`src/rtl/rtc_cal_pkg.sv`:
```
package rtc_cal_pkg;
  localparam int BYTE_W   = 8;
  localparam int OFS_HUND = 0;
  localparam int OFS_SEC  = 1;
  localparam int OFS_MIN  = 2;
  localparam int OFS_HOUR = 3;
  localparam int OFS_DAY  = 4;
  localparam int OFS_WDAY = 5;
  localparam int OFS_MON  = 6;
  localparam int OFS_YEAR = 7;
  localparam int OFS_OSC  = 'h25;
  localparam int OFS_STOP = 'h2E;
  localparam int OFS_CMD  = 'h2F;
  localparam logic [BYTE_W-1:0] CMD_CLR_PHASE = 8'hA4;
  localparam int MODE12_BIT = 5;

  typedef struct packed {
    logic [BYTE_W-1:0] hund;
    logic [BYTE_W-1:0] sec;
    logic [BYTE_W-1:0] min;
    logic [BYTE_W-1:0] hour;
    logic [BYTE_W-1:0] day;
    logic [BYTE_W-1:0] wday;
    logic [BYTE_W-1:0] mon;
    logic [BYTE_W-1:0] year;
  } cal_time_t;

  function automatic logic [BYTE_W-1:0] bcd_inc(input logic [BYTE_W-1:0] v);
    if (v[3:0] >= 4'd9) return {v[7:4] + 4'd1, 4'd0};
    return v + 8'd1;
  endfunction
endpackage

```
`src/rtl/rtc_burst_ptr.sv`:
```
module rtc_burst_ptr #(
  parameter int ADDR_W   = 6,
  parameter int TOP_ADDR = 'h2F
) (
  input  logic              clk,
  input  logic              rst_n,
  input  logic              load_i,
  input  logic [ADDR_W-1:0] addr_i,
  input  logic              step_i,
  output logic [ADDR_W-1:0] acc_addr_o
);
  localparam logic [ADDR_W-1:0] TOP = ADDR_W'(TOP_ADDR);
  logic [ADDR_W-1:0] ptr_q;

  assign acc_addr_o = load_i ? addr_i : ptr_q;

  always_ff @(posedge clk or negedge rst_n) begin
    if (!rst_n)       ptr_q <= '0;
    else if (step_i)  ptr_q <= (acc_addr_o >= TOP) ? '0 : acc_addr_o + 1'b1;
    else if (load_i)  ptr_q <= addr_i;
  end

  AST_PTR_WRAP: assert property (@(posedge clk) disable iff (!rst_n)
    (step_i && acc_addr_o == TOP) |=> ptr_q == '0);
  AST_PTR_STEP: assert property (@(posedge clk) disable iff (!rst_n)
    (step_i && acc_addr_o < TOP) |=> ptr_q == $past(acc_addr_o) + 1'b1);
endmodule

```
`src/rtl/rtc_hour_step.sv`:
```
module rtc_hour_step
  import rtc_cal_pkg::*;
(
  input  logic [BYTE_W-1:0] hour_i,
  input  logic              mode12_i,
  output logic [BYTE_W-1:0] next_o,
  output logic              day_carry_o
);
  logic [4:0]        hr12;
  logic              pm;
  logic [BYTE_W-1:0] inc12;

  assign hr12  = hour_i[4:0];
  assign pm    = hour_i[5];
  assign inc12 = bcd_inc({3'b000, hr12});

  always_comb begin
    next_o      = '0;
    day_carry_o = 1'b0;
    if (mode12_i) begin
      if (hr12 == 5'h12) begin
        next_o = {2'b00, pm, 5'h01};
      end else if (hr12 == 5'h11) begin
        next_o      = {2'b00, ~pm, 5'h12};
        day_carry_o = pm;
      end else begin
        next_o = {2'b00, pm, inc12[4:0]};
      end
    end else begin
      if (hour_i[5:0] >= 6'h23) begin
        next_o      = '0;
        day_carry_o = 1'b1;
      end else begin
        next_o = bcd_inc({2'b00, hour_i[5:0]});
      end
    end
  end
endmodule

```
`src/rtl/rtc_date_step.sv`:
```
module rtc_date_step
  import rtc_cal_pkg::*;
(
  input  logic [BYTE_W-1:0] day_i,
  input  logic [BYTE_W-1:0] wday_i,
  input  logic [BYTE_W-1:0] mon_i,
  input  logic [BYTE_W-1:0] year_i,
  output logic [BYTE_W-1:0] day_o,
  output logic [BYTE_W-1:0] wday_o,
  output logic [BYTE_W-1:0] mon_o,
  output logic [BYTE_W-1:0] year_o
);
  logic [4:0]        leap_sum;
  logic              leap;
  logic [BYTE_W-1:0] last_day;
  logic              month_end;

  // ten is 2 mod 4, so year mod 4 = (2*tens[0] + ones) mod 4
  assign leap_sum = {3'b000, year_i[4], 1'b0} + {1'b0, year_i[3:0]};
  assign leap     = (leap_sum[1:0] == 2'b00);

  always_comb begin
    case (mon_i)
      8'h02:                      last_day = leap ? 8'h29 : 8'h28;
      8'h04, 8'h06, 8'h09, 8'h11: last_day = 8'h30;
      default:                    last_day = 8'h31;
    endcase
  end

  assign month_end = (day_i >= last_day);

  always_comb begin
    wday_o = (wday_i >= 8'h06) ? 8'h00 : wday_i + 8'h01;
    day_o  = month_end ? 8'h01 : bcd_inc(day_i);
    mon_o  = mon_i;
    year_o = year_i;
    if (month_end) begin
      if (mon_i >= 8'h12) begin
        mon_o  = 8'h01;
        year_o = (year_i >= 8'h99) ? 8'h00 : bcd_inc(year_i);
      end else begin
        mon_o = bcd_inc(mon_i);
      end
    end
  end
endmodule

```
`src/rtl/rtc_calendar_core.sv`:
```
module rtc_calendar_core
  import rtc_cal_pkg::*;
#(
  parameter int ADDR_W   = 6,
  parameter int TOP_ADDR = 'h2F
) (
  input  logic              clk,
  input  logic              rst_n,
  input  logic              tick_i,
  input  logic              osc_fail_i,
  input  logic              ptr_load_i,
  input  logic [ADDR_W-1:0] addr_i,
  input  logic              wr_i,
  input  logic [7:0]        wdata_i,
  input  logic              rd_i,
  output logic [7:0]        rdata_o
);
  localparam logic [ADDR_W-1:0] A_YEAR = ADDR_W'(OFS_YEAR);
  localparam logic [ADDR_W-1:0] A_HUND = ADDR_W'(OFS_HUND);
  localparam logic [ADDR_W-1:0] A_SEC  = ADDR_W'(OFS_SEC);
  localparam logic [ADDR_W-1:0] A_OSC  = ADDR_W'(OFS_OSC);
  localparam logic [ADDR_W-1:0] A_STOP = ADDR_W'(OFS_STOP);
  localparam logic [ADDR_W-1:0] A_CMD  = ADDR_W'(OFS_CMD);

  cal_time_t         t_q;
  logic              osf_q;
  logic [BYTE_W-1:0] osc_ctrl_q;
  logic              stop_q;
  logic [BYTE_W-1:0] rdata_q;
  logic [ADDR_W-1:0] acc_addr;

  logic              time_wr, clr_cmd, tick_go;
  logic              c_hund, c_sec, c_min, c_hour;
  logic [BYTE_W-1:0] hour_nx;
  logic              hour_carry;
  logic [BYTE_W-1:0] day_nx, wday_nx, mon_nx, year_nx;

  rtc_burst_ptr #(.ADDR_W(ADDR_W), .TOP_ADDR(TOP_ADDR)) u_ptr (
    .clk(clk), .rst_n(rst_n), .load_i(ptr_load_i), .addr_i(addr_i),
    .step_i(wr_i | rd_i), .acc_addr_o(acc_addr)
  );

  rtc_hour_step u_hour (
    .hour_i(t_q.hour), .mode12_i(osc_ctrl_q[MODE12_BIT]),
    .next_o(hour_nx), .day_carry_o(hour_carry)
  );

  rtc_date_step u_date (
    .day_i(t_q.day), .wday_i(t_q.wday), .mon_i(t_q.mon), .year_i(t_q.year),
    .day_o(day_nx), .wday_o(wday_nx), .mon_o(mon_nx), .year_o(year_nx)
  );

  assign time_wr = wr_i && (acc_addr <= A_YEAR);
  assign clr_cmd = wr_i && (acc_addr == A_CMD) && (wdata_i == CMD_CLR_PHASE);
  assign tick_go = tick_i && !stop_q && !time_wr && !clr_cmd;
  assign c_hund  = tick_go && (t_q.hund >= 8'h99);
  assign c_sec   = c_hund && (t_q.sec >= 8'h59);
  assign c_min   = c_sec && (t_q.min >= 8'h59);
  assign c_hour  = c_min && hour_carry;

  always_ff @(posedge clk or negedge rst_n) begin
    if (!rst_n) begin
      t_q <= '{hund: 8'h00, sec: 8'h00, min: 8'h00, hour: 8'h00,
               day: 8'h01, wday: 8'h00, mon: 8'h01, year: 8'h00};
    end else if (time_wr) begin
      case (acc_addr[2:0])
        3'd0: t_q.hund <= wdata_i;
        3'd1: t_q.sec  <= {1'b0, wdata_i[6:0]};
        3'd2: t_q.min  <= wdata_i;
        3'd3: t_q.hour <= wdata_i;
        3'd4: t_q.day  <= wdata_i;
        3'd5: t_q.wday <= wdata_i;
        3'd6: t_q.mon  <= wdata_i;
        default: t_q.year <= wdata_i;
      endcase
    end else if (clr_cmd) begin
      t_q.hund <= 8'h00;
    end else if (tick_go) begin
      t_q.hund <= c_hund ? 8'h00 : bcd_inc(t_q.hund);
      if (c_hund) t_q.sec  <= c_sec ? 8'h00 : bcd_inc(t_q.sec);
      if (c_sec)  t_q.min  <= c_min ? 8'h00 : bcd_inc(t_q.min);
      if (c_min)  t_q.hour <= hour_nx;
      if (c_hour) begin
        t_q.day  <= day_nx;
        t_q.wday <= wday_nx;
        t_q.mon  <= mon_nx;
        t_q.year <= year_nx;
      end
    end
  end

  always_ff @(posedge clk or negedge rst_n) begin
    if (!rst_n) begin
      osf_q      <= 1'b1;
      osc_ctrl_q <= '0;
      stop_q     <= 1'b0;
    end else begin
      if (osc_fail_i)                         osf_q <= 1'b1;
      else if (wr_i && acc_addr == A_SEC)     osf_q <= osf_q & wdata_i[7];
      if (wr_i && acc_addr == A_OSC)          osc_ctrl_q <= wdata_i;
      if (wr_i && acc_addr == A_STOP)         stop_q <= wdata_i[0];
    end
  end

  always_ff @(posedge clk or negedge rst_n) begin
    if (!rst_n) begin
      rdata_q <= '0;
    end else if (rd_i) begin
      case (acc_addr)
        6'h00:   rdata_q <= t_q.hund;
        6'h01:   rdata_q <= {osf_q, t_q.sec[6:0]};
        6'h02:   rdata_q <= t_q.min;
        6'h03:   rdata_q <= t_q.hour;
        6'h04:   rdata_q <= t_q.day;
        6'h05:   rdata_q <= t_q.wday;
        6'h06:   rdata_q <= t_q.mon;
        6'h07:   rdata_q <= t_q.year;
        A_OSC:   rdata_q <= osc_ctrl_q;
        A_STOP:  rdata_q <= {7'b0, stop_q};
        default: rdata_q <= '0;
      endcase
    end
  end

  assign rdata_o = rdata_q;

  AST_HUND_WRAP: assert property (@(posedge clk) disable iff (!rst_n)
    (tick_i && !stop_q && !wr_i && t_q.hund == 8'h99) |=> t_q.hund == 8'h00);
  AST_STOP_HOLD: assert property (@(posedge clk) disable iff (!rst_n)
    (stop_q && !wr_i) |=> $stable(t_q));
  AST_CLR_PHASE: assert property (@(posedge clk) disable iff (!rst_n)
    (wr_i && acc_addr == A_CMD && wdata_i == 8'hA4) |=> t_q.hund == 8'h00);
  AST_OSF_SET: assert property (@(posedge clk) disable iff (!rst_n)
    osc_fail_i |=> osf_q);
  AST_WR_WINS: assert property (@(posedge clk) disable iff (!rst_n)
    (wr_i && acc_addr == A_HUND) |=> t_q.hund == $past(wdata_i));
endmodule

```
`config.mk`:
```
export PLATFORM = sky130hd
export DESIGN_NAME = rtc_calendar_core
export DESIGN_NICKNAME = d
export VERILOG_FILES = /design/src/rtl/rtc_cal_pkg.sv /design/src/rtl/rtc_burst_ptr.sv /design/src/rtl/rtc_hour_step.sv /design/src/rtl/rtc_date_step.sv /design/src/rtl/rtc_calendar_core.sv
export SDC_FILE = /design/constraint.sdc
export NUM_CORES = 1
export LEC_CHECK = 0
export CORE_MARGIN = 8
export CORE_UTILIZATION = 47
export CTS_BUF_LIST = sky130_fd_sc_hd__clkbuf_4 sky130_fd_sc_hd__clkbuf_8 sky130_fd_sc_hd__clkbuf_16
export DETAILED_ROUTE_END_ITERATION = 8
export GPL_TIMING_DRIVEN = 0
export PLACE_DENSITY = 0.7
export SLEW_MARGIN = 5
export SYNTH_ARGS = -nofsm -noshare
export SYNTH_HDL_FRONTEND = slang
export SYNTH_SLANG_ARGS = --single-unit
```
`constraint.sdc`:
```
create_clock -name clk -period 4.25 [get_ports clk]
set_clock_uncertainty 0.05 [all_clocks]
set_input_delay 0.425 -clock clk [delete_from_list [all_inputs] [get_ports clk]]
set_output_delay 0.425 -clock clk [all_outputs]
set_load 0.02 [all_outputs]
```
==> run summary <==
Status: finished clean
Crit path kind: reg2reg
Internal Power: 2.104 mW
Setup crit end kind: flip-flop
NetSw: 1.518 mW
CP max FO: 7
PwrDens: 527.4 mW/mm²
CP peak stage delay: 0.59 ns
Crit-path cells: inv_1 > ha_1 > o211ai_1 > a21oi_1 > a31oi_1 > nor3_1 > a21oi_1 > ha_1 > or4b_1 > a21oi_1 > o21ai_1 > or3_1 > o31ai_1 > a22o_1
Most common cell on crit path: a21oi_1
Synth top area share: 35.04%
Post-synth cell types: 75
Site Rows: 41
Clock slew seen by the registers of the worst setup and hold paths: 0.06 ns
Critical Path RT: 4.49 ns
Inserted Clock Buffers: 9
Max H-tree Level: 3
Clock power share: 21.8%
Worst VDD drop: 0.0002444 V
Die Wd: 129.6 µm
Fin util: 54.43%
Area contributors post-synth: dfrtp_1 35%, ha_1 9.9%, o21ai_0 4.1%, a21oi_1 4.0%, nand2_1 3.3%
Leak: 3.039 nW
TritonRoute pass-1 iters: 7
Sequential fraction of design power: 40.6%
Gp weighted congestion: 0.9548
Critical Path Start Type: flip-flop
Crit path DAT: 3.98 ns
Vias per inst: 6.337
DR vias: 5602
# port buffers: 27
Max_cap viols: 0
Routed Antenna Nets: 0
Area delta synth->final: 13.17%
Hold slack: 0.009354 ns
Register area share after synthesis: 36.34%
Vias in the first global route: 5364
Postcts setup bufs: 0
Routed wire per std cell: 20.88 µm
Grt ovf: 0
Final hold vios: 0
Finished Cell Area: 0.006869 mm²
Max Clk Rate: 0.2675 GHz
Slew Limit Fails: 0
Cell count after synthesis: 668
HP Class: in2async
TritonCTS clock tree: done
Slowest-stage cell, CP: dfstp_2
Layout cells sized above 1: 9.551%
Die H: 129.6 µm
Logic pwr share: 37.6%
Setup violators final: 0
CP Buf/Inv Count: 1
Main synth FF type: dfrtp_1
Largest net degree at the start of global routing: 51
Most frequent cells after synthesis: 85 x dfrtp_1, 54 x nand2_1, 50 x o21ai_0
Synth warnings: 0
Worst-margin pin slew: 1.044 ns
Fin crit period: 3.738 ns
Buffer depth of the longest clock path: 2
Switch share: 41.91%
Initial Util: 48.10%
Post-synth ARST share: 100.0%
First-pass GRT wire length: 29.19 mm
Drc violations: 0
Yosys top cell by area: dfrtp_1
Post-CTS Hold Fix Bufs: 0
Initial antenna violation count: 0
Root Buffer: clkbuf_16
CTS resizes: 0
Post-synthesis register bit count: 88
DRT Wirelength: 18.46 mm
Post-synth EDFFs: 0
Clk_lat worst skew: 0.36 ns
Core Region: 0.01262 mm²
Count leader, synth: dfrtp_1
Sum of negative setup slack: 0 ns
RSZ-0062 raised after global routing: false
Post-Syn Area: 0.006070 mm²
Crit path max-delay family: compound AO/OA/AOI/OAI gates
Placement Setup Slack: 0.5595 ns
Starting DRT DRC Count: 793
Detailed placer's ending HPWL: 13.34 mm
# nets final: 776
CTS sink cnt: 88
IO Pins: 29
Syn_nets: 737
DP Area: 0.006580 mm²
Overall Global Routing Usage: 22.68%
Final WS setup: 0.5116 ns
Number of fill cells: 1156
Rel. slew slack: 29.81%
Die area: 0.01681 mm²
Period utilisation layout: 87.96%
Antenna diodes: 0
Mean Syn Cell Area: 9.086 µm²
==> worst paths after layout <==
check                           start         end  slack [ns]  cells after the start
setup reg to reg               t_q[8]     t_q[27]        0.51                     14
min in group clk                 wr_i      stop_q        0.37                      3
hold reg to reg            rdata_o[1]  rdata_o[1]        0.43                      1
setup / recovery               t_q[8]     t_q[27]        0.51                     14
max in group asynchronous       rst_n       osf_q        3.45                      2
hold / removal                  rst_n     t_q[10]       0.009                      1
==> placed cells by master (no fill, tap or decap), types with 9 or more instances in the layout <==
master	Yosys	routed
a31oi_1	12	12
and2_1	9	9
nand2_1	54	54
mux2_2	14	14
a22oi_1	15	15
clkdlybuf4s50_1	0	26
a22o_1	20	20
clkbuf_1	12	12
nand3_1	19	19
clkbuf_16	0	9
nand2b_1	11	11
a21o_1	10	10
nor2_1	40	40
o31ai_1	13	13
dfrtp_1	85	85
a21oi_1	48	48
inv_1	48	48
o21ai_0	50	50
ha_1	48	48
mux2i_1	11	11
==> flip-flops by register name, summed over array words and instances (netlist names) <==
signal and count:
osc_ctrl_q 8, osf_q 1, rdata_o 8, stop_q 1, t_q 64, u_ptr.ptr_q 6
==> per-stage QoR <==
stage               total power [mW]  cells
global route                   3.882    884
detailed placement             2.808    868
global placement               2.735    867
floorplan                      2.372    668
CTS                            3.605    884
finish                         3.623    884
==> per-layer routing <==
metal  track usage [%]  wire length [µm]
met4             12.70               691
met3             3.574              1425
met2             33.69              8276
met5                 0                 0
met1             30.88              8063
==> power by group through the flow <==
stage / Sequential [mW] / Combinational, mW / Clock (mW)
final: 1.47 / 1.36 / 0.788
after global placement: 1.46 / 1.28 / 0
after CTS: 1.46 / 1.35 / 0.801
after global routing: 1.51 / 1.53 / 0.836
after detailed placement: 1.47 / 1.34 / 0
after floorplan: 1.35 / 1.02 / 0
==> cell type report <==
type | count | area, µm² | area share, %
Clock inverter | 4 | 28.78 | 0.4189
Tap cell | 172 | 215.2 | 3.133
Timing Repair Buffer | 28 | 295.3 | 4.299
Inverter | 48 | 180.2 | 2.623
Buffer | 29 | 163.9 | 2.386
Multi-Input combinational cell | 503 | 3520 | 51.24
Sequential cell | 88 | 2206 | 32.11
Clock buffer | 12 | 260.3 | 3.789
==> cell families (layout without fill, tap and decap cells) <==
family	count (synthesis)	count (layout)	share of synthesized area (%)
AO/OA/AOI/OAI	244	244	27.52
flip-flops	88	88	36.34
XOR/XNOR	1	1	0.1443
AND/OR/NAND/NOR	183	183	15.58
multiplexers	27	27	4.844
buffers and inverters	77	121	5.669
adder cells (fa/ha/maj)	48	48	9.895
No activity file was read; power rests on OpenSTA's default activity.
